**src/rtl/qsd_pkg.sv**
```systemverilog
package qsd_pkg;
    localparam int DIG_W = 3;
    typedef logic signed [DIG_W-1:0] qdigit_t;
    typedef struct packed {
        qdigit_t carry;
        qdigit_t resid;
    } qrec_t;
endpackage

```
**src/rtl/qsd_digit_neg.sv**
```systemverilog
module qsd_digit_neg
    import qsd_pkg::*;
(
    input  qdigit_t din,
    input  logic    neg_en,
    output qdigit_t dout
);
    qdigit_t dout_d;
    always_comb begin
        dout_d = neg_en ? qdigit_t'(-din) : din;
    end
    assign dout = dout_d;
endmodule

```
**src/rtl/qsd_recode.sv**
```systemverilog
module qsd_recode
    import qsd_pkg::*;
(
    input  qdigit_t x,
    input  qdigit_t y,
    output qrec_t   rec
);
    logic signed [DIG_W:0] colsum_d;
    logic signed [DIG_W:0] adj_d;
    qrec_t rec_d;

    always_comb begin
        colsum_d = {x[DIG_W-1], x} + {y[DIG_W-1], y};
        rec_d    = '0;
        adj_d    = colsum_d;
        if (colsum_d >= 4'sd3) begin
            adj_d       = colsum_d - 4'sd4;
            rec_d.carry = 3'sd1;
        end else if (colsum_d <= -4'sd3) begin
            adj_d       = colsum_d + 4'sd4;
            rec_d.carry = -3'sd1;
        end
        rec_d.resid = adj_d[DIG_W-1:0];
    end
    assign rec = rec_d;
endmodule

```
**src/rtl/qsd_gather.sv**
```systemverilog
module qsd_gather
    import qsd_pkg::*;
(
    input  qdigit_t resid,
    input  qdigit_t cin,
    output qdigit_t dout
);
    qdigit_t dout_d;
    always_comb begin
        dout_d = resid + cin;
    end
    assign dout = dout_d;
endmodule

```
**src/rtl/qsd_addsub.sv**
```systemverilog
module qsd_addsub
    import qsd_pkg::*;
#(
    parameter int NDIG = 4
) (
    input  logic [3*NDIG-1:0] a_i,
    input  logic [3*NDIG-1:0] b_i,
    input  logic              sub_i,
    output logic [3*NDIG-1:0] res_o,
    output logic [2:0]        cout_o
);
    localparam int VEC_W = DIG_W * NDIG;

    qdigit_t opb_d [NDIG];
    qrec_t   rec_d [NDIG];
    qdigit_t res_d [NDIG];

    for (genvar i = 0; i < NDIG; i++) begin : g_col
        qsd_digit_neg u_neg (
            .din    (b_i[DIG_W*i +: DIG_W]),
            .neg_en (sub_i),
            .dout   (opb_d[i])
        );
        qsd_recode u_rec (
            .x   (a_i[DIG_W*i +: DIG_W]),
            .y   (opb_d[i]),
            .rec (rec_d[i])
        );
        if (i == 0) begin : g_lsd
            qsd_gather u_gat (
                .resid (rec_d[i].resid),
                .cin   ('0),
                .dout  (res_d[i])
            );
        end else begin : g_upper
            qsd_gather u_gat (
                .resid (rec_d[i].resid),
                .cin   (rec_d[i-1].carry),
                .dout  (res_d[i])
            );
        end
        assign res_o[DIG_W*i +: DIG_W] = res_d[i];
    end

    assign cout_o = rec_d[NDIG-1].carry;

    logic [VEC_W-1:0] unused_chk;
    assign unused_chk = res_o;
endmodule

```
**config.mk**
```make
export PLATFORM = sky130hd
export DESIGN_NAME = qsd_addsub
export DESIGN_NICKNAME = d
export VERILOG_FILES = /design/src/rtl/qsd_pkg.sv /design/src/rtl/qsd_digit_neg.sv /design/src/rtl/qsd_recode.sv /design/src/rtl/qsd_gather.sv /design/src/rtl/qsd_addsub.sv
export SDC_FILE = /design/constraint.sdc
export NUM_CORES = 1
export LEC_CHECK = 0
export BUFFER_PORTS_ARGS = -buffer_cell sky130_fd_sc_hd__buf_4
export CORE_UTILIZATION = 55
export DETAILED_ROUTE_END_ITERATION = 6
export PLACE_DENSITY = 0.83
export SLEW_MARGIN = 20
export SYNTH_ARGS = -nofsm -noshare
export SYNTH_HDL_FRONTEND = slang
export SYNTH_HIERARCHICAL = 1
export SYNTH_SLANG_ARGS = --single-unit
```
**constraint.sdc**
```tcl
create_clock -name vclk -period 7.1
set_input_delay 0.71 -clock vclk [all_inputs]
set_output_delay 0.71 -clock vclk [all_outputs]
set_load 0.01 [all_outputs]
```
* After elaboration in Yosys (flattened, before gate mapping) *
Index checks and enable logic that the tools add are counted.

operators by class
  $add $sub $neg = 19
  magnitude comparators = 8
  muxes and demuxes = 20

operator list
  cell                   number
  $mux W3                20
  $add A3 B3 Y4          4
  $ge A4 B3 Y1 const B   4
  $le A4 B3 Y1 const B   4
  $add A3 B3 Y3 const B  4
  $neg A3 Y3             4
  $sub A3 B3 Y3 const B  4
  $add A3 B3 Y3          3

word-level totals
  flip-flop bits (word level) = 0
  output and inout port bits = 15
  word-level logic and storage cells = 47

* Logic depth before layout (Yosys ltp) *
Gate-level depths: netlist of run 1.

  word-level depth = 7
  depth in mapped cells = 13

* By module *
Netlist of run 1, hierarchy kept.

by module, submodules not included
  module         instances  cells an instance  area an instance (sq um)  sequential area each (sq um)
  qsd_recode     4          30                 207.7                     0.0
  qsd_gather     4          3                  56.3                      0.0
  qsd_digit_neg  4          8                  51.3                      0.0
  qsd_addsub     1          1                  3.8                       0.0

* Worst setup path before layout of run 1 *
No wires, ideal clock.

  path type = in2out
  start point = input port b_i[6]
  end point = output port res_o[11]
  arrival time = 3.076 ns
  setup slack = 3.314 ns
  stages on the path = 11
  cells stage by stage = inv_1 ha_1 nand2_1 o21ai_0 ha_1 a211o_1 a2bb2oi_1 o22a_1 ha_1 fa_1 xor3_1

RTL lines
  what                RTL line         source
  start: declaration  qsd_addsub.sv:7  input logic [3*NDIG-1:0] b_i,
  end: declaration    qsd_addsub.sv:9  output logic [3*NDIG-1:0] res_o,

==> results of run 1 <==
routing by layer:
layer  vias to the layer above  GRT usage [%]
met5                         -              0
met4                         0              0
met3                         0          0.617
met2                        26           41.7
met1                       530           28.5
li1                        603              -
cells in the final DEF (no fill, tap or decap):
| cell type | n |
|---|---|
| buf_4 | 40 |
| inv_1 | 28 |
| ha_1 | 20 |
| o21ai_0 | 12 |
| a21oi_1 | 12 |
| fa_1 | 8 |
| nand2b_1 | 8 |
| xnor2_1 | 8 |
| nand2_1 | 8 |
| nor2_1 | 8 |
| xor3_1 | 4 |
| a211o_1 | 4 |
| a2bb2oi_1 | 4 |
| nor2b_1 | 4 |
| nor3b_1 | 4 |
| a31oi_1 | 4 |
| o22a_1 | 4 |
| a221oi_1 | 4 |
| o21a_1 | 4 |
| conb_1 | 3 |
cell families after synthesis:
logic type      count (synthesis)  synth area share, %
fa+ha+maj                      28                 32.4
simple gates                   32                 13.1
compound gates                 48                 24.9
other cells                     1                0.296
buf+inv                        44                 16.2
xor+xnor                       12                 13.1
worst paths after layout:
check / from / to / depth (start not counted) / slack (ns)
max: b_i[0] / res_o[5] / 14 / 2.93
min: a_i[9] / res_o[9] / 4 / 1.93
critical path: cells and delay by family:
kind	cells	cell delay, ns
adder cells (fa/ha/maj)	4	1.38
XOR/XNOR	1	0.37
AND/OR/NAND/NOR	2	0.19
AO/OA/AOI/OAI	3	0.41
buffers and inverters	4	0.38
report_power, final:
| group | internal (mW) | switching [mW] |
|---|---|---|
| Clock | 0 | 0 |
| Combinational | 0.152 | 0.128 |
| Sequential | 0 | 0 |
| Total | 0.152 | 0.128 |
cell type report:
type | instances | area share [%]
Multi-Input combinational cell | 123 | 70.8
Timing Repair Buffer | 40 | 19.9
Inverter | 28 | 6.98
Tap cell | 27 | 2.24
==> results.tsv, run 1 <==
stage	metric	value	unit
status	outcome	finished, final reports clean	
detailed_routing	DR WL/cell	11.9	µm
synthesis	most frequent cell after synthesis	inv_1	
power	total power	0.280	mW
synthesis	Post-Synthesis Cells	165	
placement	pre-CTS WS	2.93	ns
synthesis	Avg Inst Size Synth	7.67	µm²
detailed_routing	first drt pass iteration count	4	
worst_setup_path	cell breakdown of the critical path	buf_4, inv_1, ha_1, nand2_1, o21ai_0, inv_1, fa_1, nor2_1, a2bb2oi_1, o22a_1, ha_1, fa_1, xor3_1, buf_4	
sta	Tmin final	4.17	ns
cts	postcts setup bufs	0	
synthesis	commonest cells in the synthesized netlist	inv_1, ha_1, a21oi_1, o21ai_0	
power	PD cells	186	mW/mm²
grt	pin count of the biggest net entering global routing	13	
finish	Seq cells	0	
synthesis	top post-synthesis cells by area	ha_1, fa_1, inv_1	
worst_setup_path	slowest stage delay, CP	0.57	ns
cts	cells resized by post-CTS repair	0	
grt	first-pass GRT wire length	4.42	mm
die	FP Rows	16	
detailed_routing	drt drc	0	
sta	Fin Setup TNS	0	ns
sta	final hold vios	0	
finish	Multi-input gate area	0.00107	mm²
placement	Placed Cells	218	
finish	P&R area growth vs syn	19.1	%
sta	pins over their slew limit	0	
detailed_routing	Vias/cell	5.32	
power	Max VDD drop	0.168	mV
flow_run	MaxCap Viol Count	0	
synthesis	unique cell type count in the Yosys netlist	21	
detailed_routing	via count	1159	
detailed_routing	Highest Signal Layer	met3	
placement	Buffers on Ports	40	
synthesis	Seq/Total Area, Yosys	0	%
sta	Setup WS post-layout	2.93	ns
min_path	worst hold path type	input pin to output pin	
finish	# nets final	246	
finish	FILL cells	169	
sta	Worst Max-Slew Pin Slew	0.508	ns
sta	final worst path period share	58.7	%
detailed_routing	antenna-violating nets left	0	
grt	initial antenna violation count	0	
worst_setup_path	critical path arrival	3.46	ns
power	Pleak	0.803	nW
grt	GR Util All Layers	21.9	%
finish	fin util	73.1	%
sta	fmax	0.240	GHz
detailed_routing	drt first-iter violations	19	
finish	Antenna Cells	0	
finish	Cell Count, Final, Fillers Out	218	
worst_setup_path	WP data required	6.39	ns
detailed_routing	metal3 WL	73	µm
sta	endpoints failing setup	0	
synthesis	Synth area leader	ha_1	
detailed_routing	metal2 WL	1.36	mm
worst_setup_path	Critical Path End Type	output pin	
grt	GRT overflow	0	
die	# IOs	40	
placement	placed cell area	0.00151	mm²
grt	vias in the first global route	1054	
worst_setup_path	Crit Path Class	input pin to output pin	
detailed_routing	Detailed Route WL	2.60	mm
synthesis	synthesized area	0.00126	mm²
cts	Hold Buf Count CTS	0	
finish	final instance area	0.00151	mm²
synthesis	Synthesis Warnings	6	
die	Chip Width	50.0	µm
placement	post-DP HPWL	2.22	mm
finish	layout cells sized above 1	20.9	%
synthesis	Yosys top cell area share	19.8	%
worst_setup_path	Critical-path top delay cell	fa_1	
die	Core ar.	0.00206	mm²
sta	max_slew headroom	66.1	%
sta	RSZ-0062 raised after global routing	no	
worst_setup_path	CP Launch Type	input pin	
sta	WHS	1.93	ns
finish	clkbuf count	0	
placement	Final Wtd Congestion	0.829	
worst_setup_path	CP max FO	9	
die	die height	50.0	µm
die	die area	0.00250	mm²
die	initial core utilization	61.3	%
finish	register area	0	µm²
detailed_routing	metal1 wirelength	1.17	mm
Power figures use the tool's default switching activity.
==> run 2: changes to the inputs <==
- CORE_UTILIZATION: 55 -> 50
- PLACE_DENSITY: 0.83 -> 0.8
- clock period: 7.1 -> 3.6 ns (I/O delays scaled with it)
==> results.tsv, run 2 (synthesized netlist as in run 1, its figures left out) <==
stage	metric	value	unit	change
worst_setup_path	Worst Path Buf+Inv	4		unchanged
worst_setup_path	CP Launch Type	input pin		
detailed_routing	first drt pass iteration count	4		unchanged
grt	GRT overflow	0		unchanged
worst_setup_path	Critical-path top delay cell	fa_1		
finish	final instance area	0.00153	mm²	+1.6%
detailed_routing	drt first-iter violations	21		+2
sta	final worst path period share	95.1	%	
power	Comb power frac	100.0	%	about the same
placement	Final Wtd Congestion	0.768		-7.3%
worst_setup_path	slowest stage delay, CP	0.57	ns	about the same
die	Core ar.	0.00230	mm²	+11%
power	Int Pwr	0.304	mW	+100%
sta	Setup WS post-layout	0.177	ns	-2.75 ns
placement	Buffers on Ports	40		unchanged
power	PD cells	363	mW/mm²	+96%
finish	fin util	66.6	%	-6.4 points
sta	Tmin final	3.42	ns	
worst_setup_path	Crit Path Class	input pin to output pin		
detailed_routing	Detailed Route WL	2.59	mm	-0.50%
finish	clkbuf count	0		unchanged
sta	RSZ-0062 raised after global routing	no		
die	Chip Width	52.3	µm	+4.7%
worst_setup_path	Worst path depth	14		unchanged
finish	commonest non-fill, non-tap cell in the layout	buf_4		
worst_setup_path	critical path arrival	3.06	ns	-0.40 ns
finish	layout cells sized above 1	22.9	%	+2.0 points
die	FP Rows	17		+1
min_path	worst hold path type	input pin to output pin		
sta	Fin Setup TNS	0	ns	unchanged
grt	first-pass GRT wire length	4.02	mm	-9.1%
worst_setup_path	WP data required	3.24	ns	-3.15 ns
worst_setup_path	cell breakdown of the critical path	buf_4, inv_1, ha_1, nand2_1, o21ai_0, inv_1, fa_1, nor2_1, a2bb2oi_1, o22a_1, ha_1, fa_1, xor3_1, buf_4		
die	die height	52.3	µm	+4.7%
sta	endpoints failing setup	0		unchanged
min_path	hold path depth	4		unchanged
placement	pre-CTS WS	0.179	ns	-2.75 ns
power	Pleak	0.811	nW	+0.96%
sta	pins over their slew limit	0		unchanged
power	NetSw	0.252	mW	+98%
sta	final hold vios	0		unchanged
grt	initial antenna violation count	0		unchanged
die	initial core utilization	55.1	%	-6.3 points
worst_setup_path	CP max FO	9		unchanged
finish	Seq cells	0		unchanged
status	outcome	finished, final reports clean		
detailed_routing	drt drc	0		unchanged
finish	Cell Count, Final, Fillers Out	220		+0.92%
detailed_routing	antenna-violating nets left	0		unchanged
die	# IOs	40		unchanged
grt	vias in the first global route	1027		-2.6%
grt	GR Util All Layers	18.5	%	-3.4 points
detailed_routing	Vias/cell	5.45		+2.6%
placement	Placed Cells	220		+0.92%
flow_run	MaxCap Viol Count	0		unchanged
worst_setup_path	Critical Path End Type	output pin		
worst_setup_path	CP endpoint	res_o[8]		
power	switch share	45.3	%	-0.30 points
grt	pin count of the biggest net entering global routing	13		unchanged
finish	commonest cells after routing, fill and taps aside	buf_4, inv_1, ha_1		
placement	post-DP HPWL	2.17	mm	-2.4%
finish	P&R area growth vs syn	21.0	%	
worst_setup_path	top cell family by delay on the critical path	adder cells		
placement	placed cell area	0.00152	mm²	+0.58%
min_path	Hold Startpoint	a_i[0]		
detailed_routing	DR WL/cell	11.8	µm	-1.4%
detailed_routing	via count	1200		+3.5%
sta	fmax	0.292	GHz	
worst_setup_path	Worst Setup SP	b_i[3]		
finish	Antenna Cells	0		unchanged
cts	Hold Buf Count CTS	0		unchanged
finish	register area	0	µm²	unchanged
power	Clock power frac	0	%	unchanged
finish	# nets final	247		+0.41%
power	total power	0.556	mW	+99%
sta	WHS	1.23	ns	-0.702 ns
power	Max VDD drop	0.399	mV	+140%
power	sequential share of power	0	%	unchanged
die	die area	0.00274	mm²	+9.6%
-- run 2: changes by cell type in the layout (fill, tap and decap cells not counted) --
| cell | before | now |
|---|---|---|
| buf_4 | 40 | 41 |
| a221oi_2 | 0 | 2 |
| fa_2 | 0 | 1 |
| fa_1 | 8 | 7 |
| a221oi_1 | 4 | 2 |
-- run 2: final cells by class --
type | instances | area [µm²]
fill | 202 | 767
inverter | 28 | 105
multi-input combinational | 123 | 1080
tap | 28 | 35.0
timing repair buffer | 41 | 308
-- run 2: power by group through the flow --
stage	logic (mW)	clock network, mW	registers, mW
2_1_floorplan	0.382	0	0
3_3_place_gp	0.534	0	0
3_5_place_dp	0.549	0	0
4_1_cts	0.552	0	0
5_1_grt	0.611	0	0
6_report	0.556	0	0
-- run 2: tightest hold or removal path, stage by stage --
cell and delay, ns:
buf_4 0.08, ha_1 0.18, ha_1 0.15, buf_4 0.11
-- run 2: repair_timing --
action                                  in CTS  in global routing
resized for setup                            0                  3
endpoints found under the setup margin       0                  3
setup buffers                                0                  0
-- run 2: layer usage --
| metal | up-vias | share of wire [%] | global-route usage, % |
|---|---|---|---|
| met2 | 23 | 51 | 34.6 |
| met3 | 0 | 2.6 | 0.580 |
| met1 | 574 | 46 | 24.0 |
| met4 | 0 | 0 | 1.32 |
| met5 | - | 0 | 0 |
| li1 | 603 | - | - |
-- run 2: how the worst min path moves through the flow --
stage | endpoint | slack (ns)
2_1_floorplan | res_o[0] | 1.04
3_3_place_gp | res_o[9] | 1.23
3_5_place_dp | res_o[9] | 1.23
4_1_cts | res_o[9] | 1.23
5_1_grt | res_o[0] | 1.26
6_report | res_o[0] | 1.23
==> run 3: changes to the inputs <==
- CORE_UTILIZATION: 50 -> 40
- PLACE_DENSITY: 0.8 -> 0.66
- SETUP_SLACK_MARGIN: default -> 0.2
==> results.tsv, run 3 (synthesized netlist as in run 1, its figures left out) <==
stage	metric	value	unit	change
die	die height	58.2	µm	+11%
placement	Buffers on Ports	40		unchanged
die	Chip Width	58.2	µm	+11%
power	total power	0.574	mW	+3.3%
detailed_routing	Vias/cell	4.89		-10%
finish	Seq cells	0		unchanged
finish	P&R area growth vs syn	26.0	%	
sta	WHS	1.24	ns	+0.00965 ns
cts	Hold Buf Count CTS	0		unchanged
power	Pleak	0.828	nW	+2.1%
flow_run	MaxCap Viol Count	0		unchanged
sta	fmax	0.304	GHz	+4.0%
worst_setup_path	CP max FO	4		-5
detailed_routing	DR WL/cell	11.1	µm	-5.7%
sta	RSZ-0062 raised after global routing	yes		
finish	clkbuf count	0		unchanged
placement	post-DP HPWL	2.26	mm	+4.4%
worst_setup_path	Crit Path Class	input pin to output pin		
detailed_routing	drt first-iter violations	35		+67%
detailed_routing	antenna-violating nets left	0		unchanged
detailed_routing	via count	1178		-1.8%
worst_setup_path	critical path arrival	2.93	ns	-0.13 ns
grt	initial antenna violation count	0		unchanged
grt	pin count of the biggest net entering global routing	13		unchanged
die	die area	0.00339	mm²	+24%
sta	pins over their slew limit	0		unchanged
grt	GR Util All Layers	16.0	%	-2.5 points
detailed_routing	first drt pass iteration count	4		unchanged
finish	commonest cells after routing, fill and taps aside	buf_4, inv_1, ha_1		
worst_setup_path	CP Launch Type	input pin		
die	# IOs	40		unchanged
worst_setup_path	Critical Path End Type	output pin		
detailed_routing	drt drc	0		unchanged
sta	final worst path period share	91.4	%	-3.7 points
sta	Fin Setup TNS	0	ns	unchanged
sta	Tmin final	3.29	ns	-0.132 ns
min_path	hold path depth	4		unchanged
grt	GRT overflow	0		unchanged
min_path	worst hold path type	input pin to output pin		
finish	fin util	52.6	%	-14 points
min_path	Hold Startpoint	a_i[9]		
grt	vias in the first global route	1088		+5.9%
status	outcome	finished, final reports clean		
placement	Final Wtd Congestion	0.845		+9.9%
finish	commonest non-fill, non-tap cell in the layout	buf_4		
worst_setup_path	WP data required	3.24	ns	about the same
die	initial core utilization	41.8	%	-13 points
finish	# nets final	252		+2.0%
finish	FILL cells	296		+47%
power	PD cells	360	mW/mm²	-0.86%
detailed_routing	Detailed Route WL	2.67	mm	+3.3%
power	Max VDD drop	0.232	mV	-42%
die	Core ar.	0.00303	mm²	+32%
min_path	Hold Path End	res_o[9]		
grt	first-pass GRT wire length	4.42	mm	+10%
finish	Multi-input gate area	0.00109	mm²	+0.58%
sta	endpoints failing setup	0		unchanged
finish	register area	0	µm²	unchanged
sta	final hold vios	0		unchanged
finish	layout cells sized above 1	26.9	%	+4.0 points
finish	Antenna Cells	0		unchanged
die	FP Rows	20		+3
-- run 3: worst max path at each step --
stage,start,depth (start not counted),end
after CTS,b_i[6],13,res_o[11]
after floorplan,b_i[6],11,res_o[11]
final,b_i[6],13,res_o[11]
after global routing,b_i[3],13,res_o[8]
after detailed placement,b_i[6],14,res_o[11]
after global placement,b_i[6],14,res_o[11]
-- run 3: routing by layer --
layer  track usage, %  vias up  wire, µm
met5                0        -         0
met4             1.36        0         0
met3            0.670        0       112
met2             29.7       31      1350
met1             21.2      533      1200
li1                 -      614         -
-- run 3: timing repair --
item | 4_1_cts | 5_1_grt
pin swaps | 0 | 7
buffers inserted | 0 | 3
setup endpoints to repair | 2 | 3
resized for setup | 2 | 7
-- run 3: worst max-delay path, cell delays in order --
cell and delay, ns:
buf_4 0.09, inv_1 0.03, ha_1 0.27, nand2_1 0.06, o21ai_1 0.08, ha_1 0.30
a211o_1 0.31, a2bb2oi_1 0.15, o22a_1 0.21, ha_1 0.19, fa_1 0.35, xor3_1 0.36
buf_4 0.15
-- run 3: through the flow --
step	setup slack, ns	cells	instance area (µm²)
final	0.308	241	1590
after global routing	0.198	241	1590
after CTS	0.202	238	1560
after detailed placement	0.179	238	1550
after global placement	0.225	238	1550
after floorplan	0.514	167	1270
-- run 3: layout make-up --
class	count	area share, %
multi-input combinational	123	68.3
timing repair buffer	46	21.7
tap	44	3.45
inverter	28	6.59
-- run 3: power breakdown --
| group | switching [mW] | internal [mW] | total, mW |
|---|---|---|---|
| sequential | 0 | 0 | 0 |
| clock | 0 | 0 | 0 |
| combinational | 0.253 | 0.321 | 0.574 |
| total | 0.253 | 0.321 | 0.574 |
